==> src/rtl/rid_pkg.sv <==
package rid_pkg;
    parameter int BUS_W = 8;
    parameter int DEV_W = 5;
    parameter int FN_W  = 3;
    localparam int WFN_W = DEV_W + FN_W;
    localparam int ID_W  = BUS_W + WFN_W;
    localparam int NFN   = 1 << WFN_W;

    typedef struct packed {
        logic             resp_valid;
        logic             resp_ur;
        logic [WFN_W-1:0] resp_fn;
        logic [BUS_W-1:0] bus;
        logic [DEV_W-1:0] dev;
    } rid_state_t;
endpackage

==> src/rtl/rid_decode.sv <==
module rid_decode
    import rid_pkg::*;
(
    input  logic             alt_mode,
    input  logic             dsp_mode,
    input  logic [NFN-1:0]   fn_mask,
    input  logic [ID_W-1:0]  target,
    output logic             ur,
    output logic [WFN_W-1:0] fn_num,
    output logic [DEV_W-1:0] dev_num
);
    logic [NFN-1:0] impl_fn;

    generate
        for (genvar i = 0; i < NFN; i++) begin : g_impl
            if (i == 0) begin : g_zero
                assign impl_fn[i] = 1'b1;
            end else begin : g_other
                assign impl_fn[i] = fn_mask[i];
            end
        end
    endgenerate

    always_comb begin
        if (alt_mode) begin
            fn_num  = target[WFN_W-1:0];
            dev_num = '0;
            ur      = !impl_fn[fn_num];
        end else begin
            fn_num  = {{DEV_W{1'b0}}, target[FN_W-1:0]};
            dev_num = target[WFN_W-1:FN_W];
            ur      = !impl_fn[fn_num] || (dsp_mode && (dev_num != '0));
        end
    end
endmodule

==> src/rtl/rid_core.sv <==
module rid_core
    import rid_pkg::*;
(
    input  logic             clk,
    input  logic             rst_n,
    input  logic             cfg_valid,
    input  logic             cfg_write,
    input  logic             dec_ur,
    input  logic [WFN_W-1:0] dec_fn,
    input  logic [DEV_W-1:0] dec_dev,
    input  logic [BUS_W-1:0] tgt_bus,
    output rid_state_t       st_q
);
    rid_state_t st_d;

    always_comb begin
        st_d            = st_q;
        st_d.resp_valid = cfg_valid;
        st_d.resp_ur    = cfg_valid && dec_ur;
        st_d.resp_fn    = cfg_valid ? dec_fn : '0;
        if (cfg_valid && cfg_write && !dec_ur) begin
            st_d.bus = tgt_bus;
            st_d.dev = dec_dev;
        end
    end

    always_ff @(posedge clk) begin
        if (!rst_n) begin
            st_q <= '0;
        end else begin
            st_q <= st_d;
        end
    end
endmodule

==> src/rtl/rid_idgen.sv <==
module rid_idgen
    import rid_pkg::*;
(
    input  logic             alt_mode,
    input  logic [BUS_W-1:0] bus,
    input  logic [DEV_W-1:0] dev,
    input  logic [WFN_W-1:0] req_fn,
    output logic [ID_W-1:0]  req_id
);
    always_comb begin
        if (alt_mode) begin
            req_id = {bus, req_fn};
        end else begin
            req_id = {bus, dev, req_fn[FN_W-1:0]};
        end
    end
endmodule

==> src/rtl/rid_unit.sv <==
module rid_unit
    import rid_pkg::*;
(
    input  logic              clk,
    input  logic              rst_n,
    input  logic              alt_mode,
    input  logic              dsp_mode,
    input  logic [NFN-1:0]    fn_mask,
    input  logic              cfg_valid,
    input  logic              cfg_write,
    input  logic [ID_W-1:0]   cfg_target,
    input  logic [WFN_W-1:0]  req_fn,
    output logic              resp_valid,
    output logic              resp_ur,
    output logic [WFN_W-1:0]  resp_fn,
    output logic [BUS_W-1:0]  cap_bus,
    output logic [DEV_W-1:0]  cap_dev,
    output logic [ID_W-1:0]   req_id
);
    logic             dec_ur;
    logic [WFN_W-1:0] dec_fn;
    logic [DEV_W-1:0] dec_dev;
    rid_state_t       st_q;

    rid_decode u_dec (
        .alt_mode (alt_mode),
        .dsp_mode (dsp_mode),
        .fn_mask  (fn_mask),
        .target   (cfg_target),
        .ur       (dec_ur),
        .fn_num   (dec_fn),
        .dev_num  (dec_dev)
    );

    rid_core u_core (
        .clk       (clk),
        .rst_n     (rst_n),
        .cfg_valid (cfg_valid),
        .cfg_write (cfg_write),
        .dec_ur    (dec_ur),
        .dec_fn    (dec_fn),
        .dec_dev   (dec_dev),
        .tgt_bus   (cfg_target[ID_W-1:WFN_W]),
        .st_q      (st_q)
    );

    rid_idgen u_idg (
        .alt_mode (alt_mode),
        .bus      (st_q.bus),
        .dev      (st_q.dev),
        .req_fn   (req_fn),
        .req_id   (req_id)
    );

    assign resp_valid = st_q.resp_valid;
    assign resp_ur    = st_q.resp_ur;
    assign resp_fn    = st_q.resp_fn;
    assign cap_bus    = st_q.bus;
    assign cap_dev    = st_q.dev;
endmodule

==> config.mk <==
export PLATFORM = sky130hd
export DESIGN_NAME = rid_unit
export DESIGN_NICKNAME = d
export VERILOG_FILES = /design/src/rtl/rid_pkg.sv /design/src/rtl/rid_decode.sv /design/src/rtl/rid_core.sv /design/src/rtl/rid_idgen.sv /design/src/rtl/rid_unit.sv
export SDC_FILE = /design/constraint.sdc
export NUM_CORES = 1
export LEC_CHECK = 0
export ABC_AREA = 1
export BUFFER_PORTS_ARGS = -buffer_cell sky130_fd_sc_hd__buf_4
export CAP_MARGIN = 20
export CORE_AREA = 8 8 118 120
export CTS_CLUSTER_DIAMETER = 60
export DETAILED_ROUTE_END_ITERATION = 8
export DIE_AREA = 0 0 126 128
export PLACE_DENSITY = 0.7
export SYNTH_ARGS = -nofsm -noshare
export SYNTH_HDL_FRONTEND = slang
export SYNTH_HIERARCHICAL = 1
export SYNTH_SLANG_ARGS = --single-unit
==> constraint.sdc <==
create_clock -name clk -period 2 [get_ports clk]
set_clock_uncertainty 0.1 [all_clocks]
set_input_delay 0.2 -clock clk [delete_from_list [all_inputs] [get_ports clk]]
set_output_delay 0.2 -clock clk [all_outputs]
set_load 0.02 [all_outputs]
==> results of run 1 <==
metal layers:
metal  vias up  global-route usage [%]  wire length (um)
met1      2879                    30.7              9290
li1       3004                       -                 -
met3        52                    5.45              2130
met5         -                       0                 0
met4         0                    8.49               781
met2       362                    42.2             11500
critical path, cell delays in order:
cell and delay, ns:
buf_16 0.15, clkinv_16 0.10, buf_12 0.16, buf_12 0.13, nand2_1 0.07, nand3_2 0.06
nand3_1 0.10, nand3_1 0.09, nand3_2 0.09, nand3_2 0.10, nand3_2 0.07, nand3_2 0.07
nand2_2 0.09, nand2_2 0.05, nand2_2 0.09, clkinv_4 0.10, nand3_4 0.12, nand2_1 0.06
nand2_1 0.06, nor2_1 0.04
cells in the final DEF, fill, tap and decap left out, types with 2 or more instances in the layout:
cell type and instances:
nand3_2 93, buf_6 9, buf_16 6, clkbuf_16 14
buf_8 5, clkinv_1 2, buf_4 329, dfxtp_1 23
buf_12 13, inv_1 31, nand3_4 4, nand2_1 285
nor2_1 40, nand2_2 20, nand3_1 160
power groups by stage:
| stage | logic (mW) | registers [mW] | clock network (mW) |
|---|---|---|---|
| 6_report | 1.60 | 0.500 | 0.438 |
| 5_1_grt | 1.70 | 0.504 | 0.462 |
| 4_1_cts | 1.35 | 0.501 | 0.445 |
| 3_5_place_dp | 1.30 | 0.511 | 0 |
| 3_3_place_gp | 1.29 | 0.510 | 0 |
| 2_1_floorplan | 0.589 | 0.537 | 0 |
logic make-up (layout without fill, tap and decap cells):
kind of cell    Yosys count  after routing  share of synthesized area [%]
simple gates            602            605                           70.2
buf+inv                 107            415                           17.0
compound gates            2              2                          0.339
flops                    23             23                           12.5
metrics by stage:
| stage | power (mW) | worst slack [ns] |
|---|---|---|
| final | 2.53 | 0.0264 |
| after floorplan | 1.13 | 0.0765 |
| after global routing | 2.67 | -0.0532 |
| after CTS | 2.30 | 0.0144 |
| after detailed placement | 1.81 | -0.438 |
| after global placement | 1.80 | -0.419 |
cell type report:
| class | instances | area, um^2 |
|---|---|---|
| Timing Repair Buffer | 373 | 3350 |
| Clock inverter | 1 | 5.00 |
| Sequential cell | 23 | 460 |
| Multi-Input combinational cell | 607 | 3180 |
| Fill cell | 1195 | 4770 |
| Inverter | 37 | 173 |
| Tap cell | 150 | 188 |
| Clock buffer | 3 | 75.1 |
| Timing Repair inverter | 1 | 11.3 |
repair_timing:
action,in CTS,in global routing
pin swaps,2,59
cloned,6,15
setup buffers,0,1
setup endpoints to repair,13,14
gates resized for setup,14,142
worst min-delay path by stage:
stage                         startpoint              to  slack [ns]  depth (start not counted)
after floorplan                    rst_n  u_core/st_q[0]        0.22                          2
after global placement         req_fn[1]       req_id[1]        0.30                          0
after detailed placement       req_fn[1]       req_id[1]        0.30                          0
after CTS                 cfg_target[11]  u_core/st_q[8]        0.06                          3
after global routing      cfg_target[11]  u_core/st_q[8]        0.06                          3
final                     cfg_target[11]  u_core/st_q[8]        0.06                          3
==> impl_metrics.tcl, run 1 <==
set metrics [dict create \
    outcome "complete, no violations" \
    via_count 6297 \
    ys_types 17 \
    top_level_ports 325 \
    post-dp-hpwl_um 16900 \
    placed_area_um2 6230 \
    slew_headroom_pct 66.5 \
    pwr-share-seq_pct 19.7 \
    yosysSeqAreaShare_pct 12.5 \
    power_density_nw_per_um2 341 \
    netSwitchingFraction_pct 37.9 \
    drv_cap 0 \
    synth_top_cells_by_count "nand2_1, nand3_1, nor2_1" \
    pwr-share-comb_pct 63.0 \
    setup_viol 0 \
    n_antenna_cell 0 \
    grt_max_degree 45 \
    power_leakage_nw 3.96 \
    synth_warnings 6 \
    drtPass1Iterations 5 \
    final_antenna_net_count 0 \
    fp.dieH_um 128 \
    synth_edf_count 0 \
    yosysMostFrequentCell "nand2_1" \
    initial_core_util_pct 30.3 \
    end_kind "flip-flop" \
    min_period_ns 1.97 \
    drt-wirelength-per-cell_um 19.8 \
    grt.total_usage_pct 25.0 \
    hold_path.class "in2reg" \
    netlist.area_leader.share_pct 34.3 \
    arrival_ns 2.02 \
    cp-startpoint "cfg_target[0]" \
    rsz0062_at_grt "yes" \
    antenna_found_initial 0 \
    overflow 0 \
    finalSetupTns_ns 0 \
    clock_sinks 23 \
    core_um2 12200 \
    worst_pin_slew_ns 0.500 \
    synth_top_area_cell "nand3_1" \
    finalNonFillerCells 1195 \
    grt_pass1_wl_um 32300 \
    top_regs "u_core/st_q (23)" \
    slew_violations 0 \
    worstPathRequired_ns 2.05 \
    clockBufferDepth 2 \
    r2r-end "u_core/st_q[12]" \
    placed_cells 1169 \
    vias_per_cell 5.27 \
    syn_area_um2 3690 \
    p_clk_share_pct 17.3 \
    crit_end "u_core/st_q[5]" \
    intPower_mw 1.57 \
    p_sw_uw 960 \
    clk_latency_ns 0.26 \
    synth_seq_cells 23 \
    top_register "u_core/st_q" \
    whs_ns 0.0594 \
    drt-initial-drc-count 636 \
    synth.net_count 1020 \
    ys_async_sr_fraction_pct 0 \
    path_clk_slew_ns 0.07 \
    htree_levels 1 \
    reg2reg_slack_ns 1.19 \
    place_congestion 0.957 \
    final_hold_viol_count 0 \
    root_buffer "clkbuf_16" \
    fin_crit_sh_pct 98.7 \
    rows 41 \
    drc 0 \
    nets 1332 \
    r2r_start "u_core/st_q[12]" \
    cp_max_fo 8 \
    cts_hold_buffers 0 \
    fp.dieW_um 126 \
    synth.area.top_cells "nand3_1, nand2_1, dfxtp_1" \
    cts_tree "yes" \
    largest_register_ffs 23 \
    grt_pass1_vias 5929 \
    wirelength_um 23700 \
    numCtsBuffers 3 \
    fin_area_um2 7440 \
    synth_area_per_cell_um2 5.03 \
    portBuffers 317 \
    area_delta_synth_final_pct 101 \
    postLayoutCoreUtil_pct 61.0 \
    ir_drop_uv 450 \
    synth_cells 734 \
    synthFlopType "dfxtp_1" \
    critPathLaunchType "input port" \
    final_layout_size_suffix_gt1_share_pct 47.9 \
    die_area_um2 16100 \
    max_freq_ghz 0.507 \
    worstSetupPathType "in2reg" \
    r2r_cells 4 \
]
Note: power is estimated with default switching activity, not from simulation.
==> inputs of run 2 (changes only) <==
CORE_AREA = 8 8 119 121   (was 8 8 118 120)
DIE_AREA = 0 0 127 129   (was 0 0 126 128)
PLACE_DENSITY = 0.67   (was 0.7)
RECOVER_POWER = 50   (was not set)
SETUP_SLACK_MARGIN = 0.02   (was not set)
clock period = 1.9 ns   (was 2 ns; I/O delays follow)
==> impl_metrics.tcl, run 2 (synthesized netlist as in run 1, its figures left out) <==
set metrics [dict create \
    outcome "complete, no violations" \
    met1_usage_pct 29.6 \
    final_layout_size_suffix_gt1_share_pct 53.0 \
    critPathLaunchType "input port" \
    top_regs "u_core/st_q (23)" \
    drtPass1Iterations 5 \
    multi_input_area_um2 3510 \
    netSwitchingFraction_pct 38.3 \
    grt_use_met2_pct 42.4 \
    slew_violations 0 \
    hold_path.class "in2reg" \
    cts_hold_buffers 0 \
    p_clk_share_pct 16.9 \
    die_area_um2 16400 \
    clockBufferDepth 2 \
    path_clk_slew_ns 0.06 \
    rows 41 \
    fill_cells 1200 \
    pwr-share-comb_pct 63.8 \
    grt_pass1_wl_um 31500 \
    final_hold_viol_count 0 \
    reg2reg_slack_ns 1.10 \
    crit_buf_inv 4 \
    worstPathRequired_ns 1.95 \
    pwr-share-seq_pct 19.3 \
    slowest_stage "clkbuf_16" \
    root_buffer "clkbuf_16" \
    top_level_ports 325 \
    initial_core_util_pct 30.0 \
    fin_crit_sh_pct 98.8 \
    final_common_cell "buf_4" \
    grt.total_usage_pct 24.1 \
    power_mw 2.73 \
    drv_cap 0 \
    setup_viol 0 \
    ff_latch_area_um2 460 \
    post-dp-hpwl_um 16800 \
    final_antenna_net_count 0 \
    drt-wirelength-per-cell_um 19.6 \
    power_leakage_nw 4.04 \
    wirelength_um 23400 \
    max_freq_ghz 0.533 \
    drt-initial-drc-count 494 \
    path_delay_family "simple AND/OR/NAND/NOR gates" \
    portBuffers 317 \
    cp_slowest_stage_delay_ns 0.17 \
    via_count 6256 \
    worst_pin_slew_ns 0.425 \
    n_antenna_cell 0 \
    overflow 0 \
    fp.dieH_um 129 \
    cts_tree "yes" \
    layout_common_cells "buf_4, nand2_1, nand3_2, nand3_1, nor2_1" \
    end_kind "flip-flop" \
    arrival_ns 1.93 \
    intPower_mw 1.68 \
    placed_area_um2 6240 \
    fin_area_um2 7750 \
    core_um2 12300 \
    grt_max_degree 37 \
    nets 1328 \
    antenna_found_initial 0 \
    rsz0062_at_grt "yes" \
    crit_chain "buf_16, clkbuf_16, buf_12, nand2_1, nand3_1, nand3_1, nand3_2, nand3_1, nand3_1, nand3_2, nand3_2, nand2_1, nand2_1, nand2_2, clkinv_4, nand3_4, nand2_1, nand2_1, nor2_1" \
    worstSetupPathType "in2reg" \
    htree_levels 1 \
    grt-busiest-layer "met2" \
    fp.dieW_um 127 \
    place_congestion 0.922 \
    slew_headroom_pct 71.5 \
    vias_per_cell 5.25 \
    clock_sinks 23 \
    clk_latency_ns 0.25 \
    grtUsageMet3_pct 4.14 \
    cp_max_fo 8 \
    numCtsBuffers 3 \
    drc 0 \
    grt_pass1_vias 5791 \
    ir_drop_uv 360 \
    min_period_ns 1.88 \
    p_sw_mw 1.04 \
    worst_path_most_repeated_cell "nand2_1" \
    area_delta_synth_final_pct 110 \
    top_register "u_core/st_q" \
    largest_register_ffs 23 \
    power_density_nw_per_um2 352 \
]
run 2: cell types whose count changed in the layout (fill, tap and decap cells not counted), sizes merged:
cell and change:
clkbuf +14, buf -18
run 2: path summary, 6_finish.rpt:
kind                                 startpoint              end  cells after the start
worst max-delay path              cfg_target[0]   u_core/st_q[1]                     19
worst min-delay path             cfg_target[13]  u_core/st_q[10]                      3
worst max register to register   u_core/st_q[4]   u_core/st_q[4]                      4
worst min register to register  u_core/st_q[11]  u_core/st_q[11]                      4
run 2: metal layers:
metal	vias up	routed length, um
met3	54	1860
met5	-	0
li1	2991	-
met4	0	726
met2	323	11600
met1	2888	9180
run 2: stage by stage:
stage          hold slack [ns]  setup slack [ns]  util, %  std cells  TNS [ns]
6_report                0.0504            0.0222     63.0       1191         0
5_1_grt                 0.0664            -0.111     63.0       1191     -1.23
4_1_cts                 0.0572           -0.0248     53.3       1175   -0.0248
3_5_place_dp             0.280            -0.496     50.7       1164     -6.35
3_3_place_gp             0.280            -0.477     50.7       1164     -6.26
2_1_floorplan            0.210            0.0257        -        734         0
run 2: power groups by stage:
stage	logic [mW]	clock network, mW	registers [mW]
floorplan	0.623	0	0.565
global placement	1.36	0	0.537
detailed placement	1.36	0	0.537
CTS	1.44	0.472	0.527
global route	1.86	0.491	0.529
finish	1.74	0.461	0.526
run 2: cell type report:
| class | instances | share of cell area (%) |
|---|---|---|
| well taps | 150 | 2.42 |
| clock buffers | 3 | 0.969 |
| repair inverters | 1 | 0.145 |
| inverters | 37 | 2.28 |
| flip-flops and latches | 23 | 5.94 |
| repair buffers | 369 | 43.0 |
| multi-input cells | 607 | 45.2 |
| clock inverters | 1 | 0.0646 |
run 2: timing repair:
action / in CTS / in global routing
setup buffers: 1 / 1
pin swaps: 5 / 77
cloned: 6 / 15
gates resized for setup: 30 / 195
endpoints found under the setup margin: 13 / 14
run 2: worst min-delay path, stage by stage:
cell and delay, ns:
buf_4 0.08, nor2_1 0.03, nor2_1 0.07
==> inputs of run 3 (changes only) <==
MAX_ROUTING_LAYER = met4   (was not set)
==> impl_metrics.tcl, run 3 (synthesized netlist as in run 1, its figures left out) <==
set metrics [dict create \
    min_period_ns 1.95 \
    final_common_cell "buf_4" \
    slew_headroom_pct 73.9 \
    drv_cap 0 \
    grt_pass1_wl_um 32200 \
    setup_viol 13 \
    fin_area_um2 7240 \
    pwr-share-comb_pct 62.4 \
    cts_hold_buffers 0 \
    drtPass1Iterations 5 \
    failed_checks "negative setup slack" \
    top_register "u_core/st_q" \
    arrival_ns 2.00 \
    end_kind "flip-flop" \
    grt.total_usage_pct 25.6 \
    portBuffers 317 \
    layout_common_cells "buf_4, nand2_1, nand3_1, nand3_2, nor2_1" \
    die_area_um2 16400 \
    drt-initial-drc-count 557 \
    top_regs "u_core/st_q (23)" \
    pwr-share-seq_pct 20.2 \
    placed_area_um2 6200 \
    place_congestion 0.911 \
    clockBufferDepth 2 \
    rsz0062_at_grt "yes" \
    power_leakage_nw 3.84 \
    critPathLaunchType "input port" \
    ir_drop_uv 531 \
    path_clk_slew_ns 0.06 \
    via_count 6151 \
    clock_sinks 23 \
    fp.dieH_um 129 \
    vias_per_cell 5.19 \
    final_antenna_net_count 0 \
    area_delta_synth_final_pct 96.1 \
    clk_latency_ns 0.25 \
    finalNonFillerCells 1186 \
    largest_register_ffs 23 \
    power_density_nw_per_um2 361 \
    nets 1322 \
    worstPathRequired_ns 1.95 \
    worst_pin_slew_ns 0.389 \
    root_buffer "clkbuf_16" \
    grt_max_degree 52 \
    grt_pass1_vias 5898 \
    htree_levels 1 \
    intPower_mw 1.62 \
    fin_crit_sh_pct 103 \
    fill_cells 1243 \
    top_level_ports 325 \
    setup_ws_ns -0.0512 \
    final_hold_viol_count 0 \
    outcome "complete, but fails checks" \
    antenna_found_initial 1 \
    p_sw_uw 989 \
    cp_max_fo 7 \
    final_layout_size_suffix_gt1_share_pct 46.4 \
    dp_slack_ns -0.519 \
    max_freq_ghz 0.512 \
    numCtsBuffers 3 \
    rows 41 \
    drc 0 \
    p_clk_share_pct 17.5 \
    initial_core_util_pct 30.0 \
    drt-wirelength-per-cell_um 19.4 \
    overflow 0 \
    hold_path.class "in2reg" \
    slew_violations 0 \
    post-dp-hpwl_um 17200 \
    wirelength_um 23000 \
    cts_tree "yes" \
    placed_cells 1166 \
    core_um2 12300 \
    netSwitchingFraction_pct 37.9 \
    worstSetupPathType "in2reg" \
    fp.dieW_um 127 \
]
[run 3: final cells by class]
| cell class | instances | area [um^2] | area share (%) |
|---|---|---|---|
| multi-input combinational | 607 | 3200 | 44.2 |
| timing repair buffer | 364 | 3140 | 43.4 |
| sequential | 23 | 460 | 6.36 |
| tap | 150 | 188 | 2.59 |
| inverter | 37 | 166 | 2.30 |
| clock buffer | 3 | 75.1 | 1.04 |
| clock inverter | 1 | 5.00 | 0.0691 |
| antenna | 1 | 2.50 | 0.0346 |
[run 3: final timing paths]
path | slack, ns | depth (start not counted) | end | startpoint
max | -0.05 | 19 | u_core/st_q[1] | cfg_target[0]
min | 0.04 | 3 | u_core/st_q[10] | cfg_target[13]
max reg2reg | 1.05 | 4 | u_core/st_q[1] | u_core/st_q[1]
min reg2reg | 0.44 | 4 | u_core/st_q[0] | u_core/st_q[0]
[run 3: what timing repair did]
action	CTS	global route
gates resized for setup	43	122
setup endpoints to repair	13	14
buffers inserted	3	0
pin swaps	15	65
gates cloned	8	5
[run 3: critical path, cell delays in order]
cell	delay, ns
buf_16	0.13
clkbuf_16	0.17
clkbuf_16	0.16
nand2_1	0.11
nand3_1	0.12
nand3_2	0.10
nand3_2	0.09
nand3_2	0.07
nand3_2	0.09
nand3_2	0.08
nand3_2	0.06
nand2_2	0.07
nand2_2	0.05
nand2_2	0.10
clkinv_4	0.11
nand3_4	0.13
nand2_1	0.07
nand2_1	0.07
nor2_2	0.04
[run 3: metal layers]
| layer | global-route usage, % | wire length (um) |
|---|---|---|
| met1 | 30.6 | 9190 |
| met2 | 43.9 | 11400 |
| met3 | 4.80 | 1900 |
| met4 | 5.39 | 495 |
| met5 | - | 0 |
[run 3: through the flow]
step	util (%)	setup TNS [ns]	hold WS (ns)	total power [mW]
after floorplan	-	0	0.210	1.19
after global placement	50.4	-6.44	0.280	1.90
after detailed placement	50.4	-6.81	0.280	1.89
after CTS	53.8	-0.0595	0.0451	2.45
after global routing	58.8	-1.39	0.0665	2.77
final	58.8	-0.325	0.0438	2.61
[run 3: power by group through the flow]
stage,Clock [mW],Sequential [mW],Combinational [mW]
final,0.456,0.527,1.63
after detailed placement,0,0.537,1.36
after global placement,0,0.537,1.36
after global routing,0.493,0.530,1.74
after floorplan,0,0.565,0.623
after CTS,0.462,0.527,1.46
